[src/rtl/hs_pkg.sv]
package hs_pkg;
    localparam int WORD_W  = 16;
    localparam int DWORD_W = 32;
    localparam logic [WORD_W-1:0] WORD_MAX = 16'h7FFF;
    localparam logic [WORD_W-1:0] WORD_MIN = 16'h8000;
endpackage

[src/rtl/hs_word_pair.sv]
module hs_word_pair
    import hs_pkg::*;
(
    input  logic [WORD_W-1:0] even_i,
    input  logic [WORD_W-1:0] odd_i,
    input  logic              sub_i,
    input  logic              sat_i,
    output logic [WORD_W-1:0] res_o
);
    logic [WORD_W:0] ext_sum;
    logic            ovf;

    always_comb begin
        if (sub_i) begin
            ext_sum = {even_i[WORD_W-1], even_i} - {odd_i[WORD_W-1], odd_i};
        end else begin
            ext_sum = {even_i[WORD_W-1], even_i} + {odd_i[WORD_W-1], odd_i};
        end
        ovf = ext_sum[WORD_W] != ext_sum[WORD_W-1];
        if (sat_i && ovf) begin
            res_o = ext_sum[WORD_W] ? WORD_MIN : WORD_MAX;
        end else begin
            res_o = ext_sum[WORD_W-1:0];
        end
    end
endmodule

[src/rtl/hs_dword_pair.sv]
module hs_dword_pair
    import hs_pkg::*;
(
    input  logic [DWORD_W-1:0] even_i,
    input  logic [DWORD_W-1:0] odd_i,
    input  logic               sub_i,
    output logic [DWORD_W-1:0] res_o
);
    always_comb begin
        res_o = sub_i ? (even_i - odd_i) : (even_i + odd_i);
    end
endmodule

[src/rtl/hs_pack.sv]
module hs_pack #(
    parameter int VEC_W = 128
) (
    input  logic [VEC_W/2-1:0] a_flat_i,
    input  logic [VEC_W/2-1:0] b_flat_i,
    input  logic               wide_i,
    output logic [VEC_W-1:0]   packed_o
);
    localparam int HALF = VEC_W / 2;
    localparam int QTR  = VEC_W / 4;

    always_comb begin
        packed_o = '0;
        if (wide_i) begin
            packed_o = {b_flat_i, a_flat_i};
        end else begin
            packed_o[HALF-1:0] = {b_flat_i[QTR-1:0], a_flat_i[QTR-1:0]};
        end
    end
endmodule

[src/rtl/pair_hsum_unit.sv]
module pair_hsum_unit
    import hs_pkg::*;
#(
    parameter int VEC_W = 128
) (
    input  logic             clk,
    input  logic             rst_n,
    input  logic             in_valid,
    input  logic             op_sub,
    input  logic             op_sat,
    input  logic             op_dword,
    input  logic             wide_mode,
    input  logic [VEC_W-1:0] src_a,
    input  logic [VEC_W-1:0] src_b,
    output logic             out_valid,
    output logic             out_illegal,
    output logic [VEC_W-1:0] out_result
);
    localparam int HALF   = VEC_W / 2;
    localparam int WPAIRS = VEC_W / WORD_W / 2;
    localparam int DPAIRS = VEC_W / DWORD_W / 2;

    typedef struct packed {
        logic             valid;
        logic             illegal;
        logic [VEC_W-1:0] result;
    } out_state_t;

    out_state_t st_d, st_q;

    logic [HALF-1:0]  a_wflat, b_wflat, a_dflat, b_dflat;
    logic [VEC_W-1:0] word_packed, dword_packed;

    for (genvar g = 0; g < WPAIRS; g++) begin : g_words
        hs_word_pair u_a (
            .even_i(src_a[2*g*WORD_W +: WORD_W]),
            .odd_i (src_a[(2*g+1)*WORD_W +: WORD_W]),
            .sub_i (op_sub),
            .sat_i (op_sat),
            .res_o (a_wflat[g*WORD_W +: WORD_W])
        );
        hs_word_pair u_b (
            .even_i(src_b[2*g*WORD_W +: WORD_W]),
            .odd_i (src_b[(2*g+1)*WORD_W +: WORD_W]),
            .sub_i (op_sub),
            .sat_i (op_sat),
            .res_o (b_wflat[g*WORD_W +: WORD_W])
        );
    end

    for (genvar g = 0; g < DPAIRS; g++) begin : g_dwords
        hs_dword_pair u_a (
            .even_i(src_a[2*g*DWORD_W +: DWORD_W]),
            .odd_i (src_a[(2*g+1)*DWORD_W +: DWORD_W]),
            .sub_i (op_sub),
            .res_o (a_dflat[g*DWORD_W +: DWORD_W])
        );
        hs_dword_pair u_b (
            .even_i(src_b[2*g*DWORD_W +: DWORD_W]),
            .odd_i (src_b[(2*g+1)*DWORD_W +: DWORD_W]),
            .sub_i (op_sub),
            .res_o (b_dflat[g*DWORD_W +: DWORD_W])
        );
    end

    hs_pack #(.VEC_W(VEC_W)) u_pack_w (
        .a_flat_i(a_wflat),
        .b_flat_i(b_wflat),
        .wide_i  (wide_mode),
        .packed_o(word_packed)
    );

    hs_pack #(.VEC_W(VEC_W)) u_pack_d (
        .a_flat_i(a_dflat),
        .b_flat_i(b_dflat),
        .wide_i  (wide_mode),
        .packed_o(dword_packed)
    );

    always_comb begin
        st_d       = st_q;
        st_d.valid = in_valid;
        if (in_valid) begin
            st_d.illegal = op_sat && op_dword;
            if (op_sat && op_dword) begin
                st_d.result = '0;
            end else if (op_dword) begin
                st_d.result = dword_packed;
            end else begin
                st_d.result = word_packed;
            end
        end
    end

    always_ff @(posedge clk or negedge rst_n) begin
        if (!rst_n) begin
            st_q <= '0;
        end else begin
            st_q <= st_d;
        end
    end

    assign out_valid   = st_q.valid;
    assign out_illegal = st_q.illegal;
    assign out_result  = st_q.result;
endmodule

[config.mk]
export PLATFORM = sky130hd
export DESIGN_NAME = pair_hsum_unit
export DESIGN_NICKNAME = d
export VERILOG_FILES = /design/src/rtl/hs_pkg.sv /design/src/rtl/hs_word_pair.sv /design/src/rtl/hs_dword_pair.sv /design/src/rtl/hs_pack.sv /design/src/rtl/pair_hsum_unit.sv
export SDC_FILE = /design/constraint.sdc
export NUM_CORES = 1
export LEC_CHECK = 0
export BUFFER_PORTS_ARGS = -buffer_cell sky130_fd_sc_hd__clkbuf_2
export CELL_PAD_IN_SITES_DETAIL_PLACEMENT = 1
export CELL_PAD_IN_SITES_GLOBAL_PLACEMENT = 1
export CORE_AREA = 2 2 246 248
export CTS_BUF_LIST = sky130_fd_sc_hd__clkbuf_8
export CTS_CLUSTER_SIZE = 30
export DETAILED_ROUTE_END_ITERATION = 8
export DIE_AREA = 0 0 248 250
export GPL_TIMING_DRIVEN = 0
export PLACE_DENSITY_LB_ADDON = 0.2
export SLEW_MARGIN = 25
export SYNTH_ARGS = -nofsm -noshare
export SYNTH_HDL_FRONTEND = slang
export SYNTH_SLANG_ARGS = --single-unit
[constraint.sdc]
create_clock -name clk -period 3.55 [get_ports clk]
set_input_delay 0.355 -clock clk [delete_from_list [all_inputs] [get_ports clk]]
set_output_delay 0.355 -clock clk [all_outputs]
set_load 0.01 [all_outputs]
# After elaboration in Yosys (flattened, before gate mapping)
# Index checks and enable logic that the tools add are counted.
# totals
regBits	130
latchBits	0
mem_bits_rw	0
mem_bits_ro	0
out_inout_bits	130
word_cells	78
mem_count	0
# classes
add_sub_neg	24
multipliers	0
div	0
magnitude_cmp	0
eq_ne	8
shift	0
n_mux	34
n_bitwise	0
n_reduce_logical	9
# ops
op	count
$mux 128	2
$mux 16	16
$mux 64	4
$add 16x16->17	8
$mux 17	8
$sub 16x16->17	8
$add 32x32->32	4
$mux 32	4
$sub 32x32->32	4
$logic_and 1x1->1	9
$ne 1x1->1	8

# Depth between registers and ports, before layout
# logic_depth
word_depth	8
mapped_depth	20

# Hierarchy
# A second synthesis with hierarchy kept.
# hier_totals
cells_unflattened	4096
hier_area_um2	30526.8
# modules_own_cells
mod	instances	cells_each	area_per_inst_um2	seq_area_each_um2
hs_dword_pair at g_dwords[0].u_a ...	3	350	2349.8	0.0
pair_hsum_unit	1	716	6713.9	3253.1
hs_word_pair at g_words[2].u_a ...	4	218	1517.7	0.0
hs_word_pair at g_words[0].u_a ...	4	208	1467.7	0.0
hs_pack	2	139	1232.4	0.0
hs_dword_pair at g_dwords[0].u_b	1	348	2357.3	0.0

# Least setup slack after synthesis
# No wires, ideal clock.
# synth_timing
path_type	input-to-reg
start	input op_sub
end	register st_q (netlist bit out_result[58])
setup_time_ps	124
arrival_ps	4960
path_slack_ps	-1533
cell_stages	18
cell_sequence	clkbuf_1 > clkbuf_1 > clkbuf_1 > clkbuf_1 > clkbuf_1 > clkbuf_1 > a21oi_1 > xnor2_1 > ha_1 > or4_1 > o211a_1 > a2111o_1 > a221o_1 > a311oi_1 > xor2_1 > nand2_1 > o311a_1 > a211o_1
# synth_via
elab_chain_len	7
word_cells_on_any_way	16
# synth_lines
element	line	rtl
from (decl)	pair_hsum_unit.sv:9	input logic op_sub,
$mux 17	hs_word_pair.sv:14	if (sub_i) begin
$ne 1x1->1	hs_word_pair.sv:19	ovf = ext_sum[WORD_W] != ext_sum[WORD_W-1];
$logic_and 1x1->1	hs_word_pair.sv:20	if (sat_i && ovf) begin
$mux 16	hs_word_pair.sv:20	
$mux 64	hs_pack.sv:14	if (wide_i) begin
$mux 128 *	pair_hsum_unit.sv:87	end else if (op_dword) begin
$mux 128 *	pair_hsum_unit.sv:85	if (op_sat && op_dword) begin
to (signal assigned)	pair_hsum_unit.sv:99	st_q <= st_d;
to (decl)	pair_hsum_unit.sv:29	out_state_t st_d, st_q;
# Every way passes the cells marked *; elsewhere a longest branch is shown, timed or not.
# A chain may end at the register's enable or synchronous reset.

# Final worst setup path
# layout_timing
start	input src_a[102]
end	register st_q (netlist bit out_result[58])
# layout_via
elab_chain_len	8
word_cells_on_any_way	14
# layout_lines
element	line	rtl
from (decl)	pair_hsum_unit.sv:13	input logic [VEC_W-1:0] src_a,
$add 16x16->17 or $sub 16x16->17 (tied branches)	hs_word_pair.sv:17, hs_word_pair.sv:15	
$mux 17	hs_word_pair.sv:14	
$ne 1x1->1	hs_word_pair.sv:19	
$logic_and 1x1->1	hs_word_pair.sv:20	
$mux 16	hs_word_pair.sv:20	
$mux 64	hs_pack.sv:14	
$mux 128 *	pair_hsum_unit.sv:87	
$mux 128 *	pair_hsum_unit.sv:85	
# Marked as above.

==> flow_metrics.env <==
export IMPL_synthXorXnorAreaFrac=0.159
export IMPL_route_detailed_drc=0
export IMPL_end_kind="flip-flop"
export IMPL_die_width_um=248
export IMPL_leakagePower_nw=15.1
export IMPL_skew_ns=0
export IMPL_overflow=0
export IMPL_final_area_sq_mm=0.0350
export IMPL_maxCapViolations=0
export IMPL_cts_tree="done"
export IMPL_multiInputGateArea_sq_mm=0.0241
export IMPL_wl_met2_um=62300
export IMPL_syn_cell_area_sq_mm=0.0241
export IMPL_yosys_area_share_simple=0.199
export IMPL_yosys_warnings=0
export IMPL_final_antenna_net_count=0
export IMPL_synth_top_cell_area_share=0.137
export IMPL_dr_pass1_iters=5
export IMPL_max_clock_path_buffers=2
export IMPL_drv_slew=0
export IMPL_area_growth_pct=45.0
export IMPL_synth_top_cell_by_area="ha_1"
export IMPL_crit_top_cell="and3_4"
export IMPL_rsz0062_at_grt="true"
export IMPL_async_reset_ff_frac=1.00
export IMPL_row_count=90
export IMPL_outcome="finished, violations left"
export IMPL_irDropWorstVdd_v=0.000333
export IMPL_syn_nets=3748
export IMPL_critPathLaunchType="input port"
export IMPL_preCtsSetupSlack_ns=-1.98
export IMPL_post_route_worst_setup_slack_ns=-0.461
export IMPL_syn_area_per_cell_sq_um=7.52
export IMPL_utilization=0.588
export IMPL_hpwl_um=102000
export IMPL_cts_clk_slew_worst_paths_ns=0.09
export IMPL_reg2reg_slack_ns=2.13
export IMPL_insertion_delay_ns=0.56
export IMPL_p_per_area_mw_per_mm2=380
export IMPL_vias=30900
export IMPL_vias_per_cell=6.52
export IMPL_drive_gt1_frac=0.364
export IMPL_root_buffer="clkbuf_8"
export IMPL_ys_types=97
export IMPL_synthMuxAreaShare=0.0158
export IMPL_yosysSeqAreaShare=0.135
export IMPL_cts_made_buffers=17
export IMPL_clock_sinks=130
export IMPL_layout_nets=4476
export IMPL_synth_top_family_by_area="compound AO/OA/AOI/OAI gates"
export IMPL_cp_required_ns=4.00
export IMPL_drtIter0Drc=2380
export IMPL_slew_headroom=0.202
export IMPL_synth_edf_count=0
export IMPL_synth_area_leaders="ha_1, dfrtp_1, xnor2_1, a21oi_1, nor2_1"
export IMPL_route_met3_wl_um=12700
export IMPL_cp_max_fo=3
export IMPL_cp_slowest_stage_delay_ns=0.58
export IMPL_grt_use_total=0.416
export IMPL_max_freq_mhz=249
export IMPL_worstPathCellList="clkbuf_16, or4_4, nor2_4, and3b_2, buf_6, a21oi_2, xnor2_2, ha_1, and3_4, and3_4, a2111o_1, a221o_1, a311oi_2, xor2_1, nand2_1, o311a_4, a211o_1"
export IMPL_fin_crit_sh=1.13
export IMPL_crit_type="input port to flip-flop"
export IMPL_initial_core_util=0.405
export IMPL_place_congestion=0.974
export IMPL_fillers=7087
export IMPL_arrival_ns=4.46
export IMPL_synth_compound_area_share=0.308
export IMPL_ios=393
export IMPL_h_tree_depth=4
export IMPL_grt_pass1_vias=30600
export IMPL_synthCells=3209
export IMPL_holdCritPathClass="input port to flip-flop"
export IMPL_seq_area_sq_mm=0.00325
export IMPL_drt_total_wl_um=139000
export IMPL_antenna_found_initial=8
export IMPL_violations="setup timing"
export IMPL_worstMarginPinSlew_ns=1.20
export IMPL_final_setup_viol_count=87
export IMPL_ys_ff_latch=130
export IMPL_die_h_um=250
export IMPL_slowest_stage="or4_4"
export IMPL_core_sq_mm=0.0596
export IMPL_grt_max_degree=78
export IMPL_yosys_most_used_dff="dfrtp_1"
export IMPL_grt_pass1_wl_um=194000
export IMPL_met1Wirelength_um=54900
export IMPL_place_area_sq_mm=0.0278
export IMPL_top_layer_used="met5"
export IMPL_synthAdderAreaFrac=0.147
export IMPL_port_buffers=383
export IMPL_min_period_ns=4.01
export IMPL_hold_viol=0
export IMPL_wl_per_cell_um=29.3
export IMPL_die_area_sq_mm=0.0620
==> flip-flops by register name (all words and copies together) (netlist names) <==
| name | count |
|---|---|
| out_valid | 1 |
| out_illegal | 1 |
| out_result | 128 |
==> synthesized netlist by cell type (all sizes together) (11+ instances only) <==
library cell / number
nand4: 17
o31ai: 16
a21oi: 322
o2111ai: 12
o221ai: 38
and2: 34
fa: 12
dfrtp: 130
o21ai: 195
o31a: 17
xor2: 115
nor4b: 11
mux2i: 19
nor2b: 44
nor4: 31
a22oi: 26
xnor2: 320
nand2: 162
ha: 264
nor3b: 15
a31oi: 61
nand2b: 58
or3: 18
nand3: 47
a22o: 18
or4: 15
mux2: 15
o2bb2ai: 19
o41ai: 11
nor3: 100
and3: 28
o21bai: 25
a211o: 18
inv: 132
clkbuf: 94
a221o: 11
o21a: 65
a21o: 103
nor2: 366
o211ai: 38
a211oi: 26
==> metal layers <==
layer  vias up  track usage
met2      1665        0.647
met4         4        0.229
met5         -            0
met3       512       0.0819
met1     15300        0.537
li1      13400            -
==> power breakdown <==
part           internal (mW)  switching, mW  total [mW]
Combinational           4.03           5.66        9.69
Clock                  0.678          0.756        1.43
Sequential              1.79          0.394        2.19
==> kinds of logic (layout without fill, tap and decap cells) <==
family	Yosys count	after routing
compound gates	1124	1124
simple gates	973	973
xor+xnor	436	436
fa+ha+maj	276	276
buf+inv	235	976
flops	130	130
mux	35	35
other cells	0	5
==> repair_timing <==
item | in CTS | in global routing
buffers inserted | 199 | 136
resized for setup | 513 | 442
hold buffers | 2 | 0
setup endpoints to repair | 128 | 127
pin swaps | 227 | 286
gates cloned | 5 | 0
hold endpoints to repair | 54 | 0
==> path summary, 6_finish.rpt <==
path,cells after the start,start,endpoint
worst min register to register,1,out_result[41]$_DFFE_PN0P_,out_result[41]$_DFFE_PN0P_
worst max-delay path,17,src_a[102],out_result[58]$_DFFE_PN0P_
worst max register to register,3,out_result[32]$_DFFE_PN0P_,out_result[32]$_DFFE_PN0P_
max in group asynchronous,3,rst_n,out_result[3]$_DFFE_PN0P_
min in group asynchronous,2,rst_n,out_result[70]$_DFFE_PN0P_
worst min-delay path,4,src_b[64],out_result[96]$_DFFE_PN0P_
==> cell type report <==
class,count,share of cell area
repair buffers,719,0.142
diodes,5,0.000357
clock inverters,12,0.00372
clock buffers,20,0.00786
flip-flops and latches,130,0.0929
multi-input cells,2844,0.689
well taps,782,0.0280
inverters,134,0.0159
plain buffers,91,0.0205
==> per-stage QoR <==
stage | instances | hold slack, ns | power, mW | TNS [ns]
after detailed placement | 4376 | 0.364 | 9.31 | -210.13
after global routing | 4737 | 0.278 | 13.8 | -22.74
after global placement | 4374 | 0.477 | 9.12 | -268.45
after floorplan | 3209 | 0.0594 | 6.67 | -31.99
final | 4737 | 0.259 | 13.3 | -14.57
after CTS | 4607 | 0.240 | 12.0 | -5.67
==> critical path: cells and delay by family <==
family / cells / cell delay, ns
adder cells (fa/ha/maj): 1 / 0.34
buffers and inverters: 2 / 0.25
XOR/XNOR: 2 / 0.37
AND/OR/NAND/NOR: 6 / 1.39
AO/OA/AOI/OAI: 6 / 1.75
==> cell usage in the layout, fill, tap and decap left out, drive strengths merged, types with 19 or more instances in the layout <==
cell type / n
a21o: 103
o21a: 65
a21oi: 322
o21bai: 25
o2bb2ai: 19
nor2: 366
o21ai: 195
a22oi: 26
ha: 264
o221ai: 38
xor2: 115
o211ai: 38
nor2b: 44
nand3: 47
and2: 34
clkbuf: 465
nand2: 162
dfrtp: 130
nand2b: 58
and3: 28
a31oi: 61
mux2i: 19
nor4: 31
inv: 130
nor3: 100
a211oi: 26
xnor2: 320
buf: 363
No activity file was read; power rests on OpenSTA's default activity.
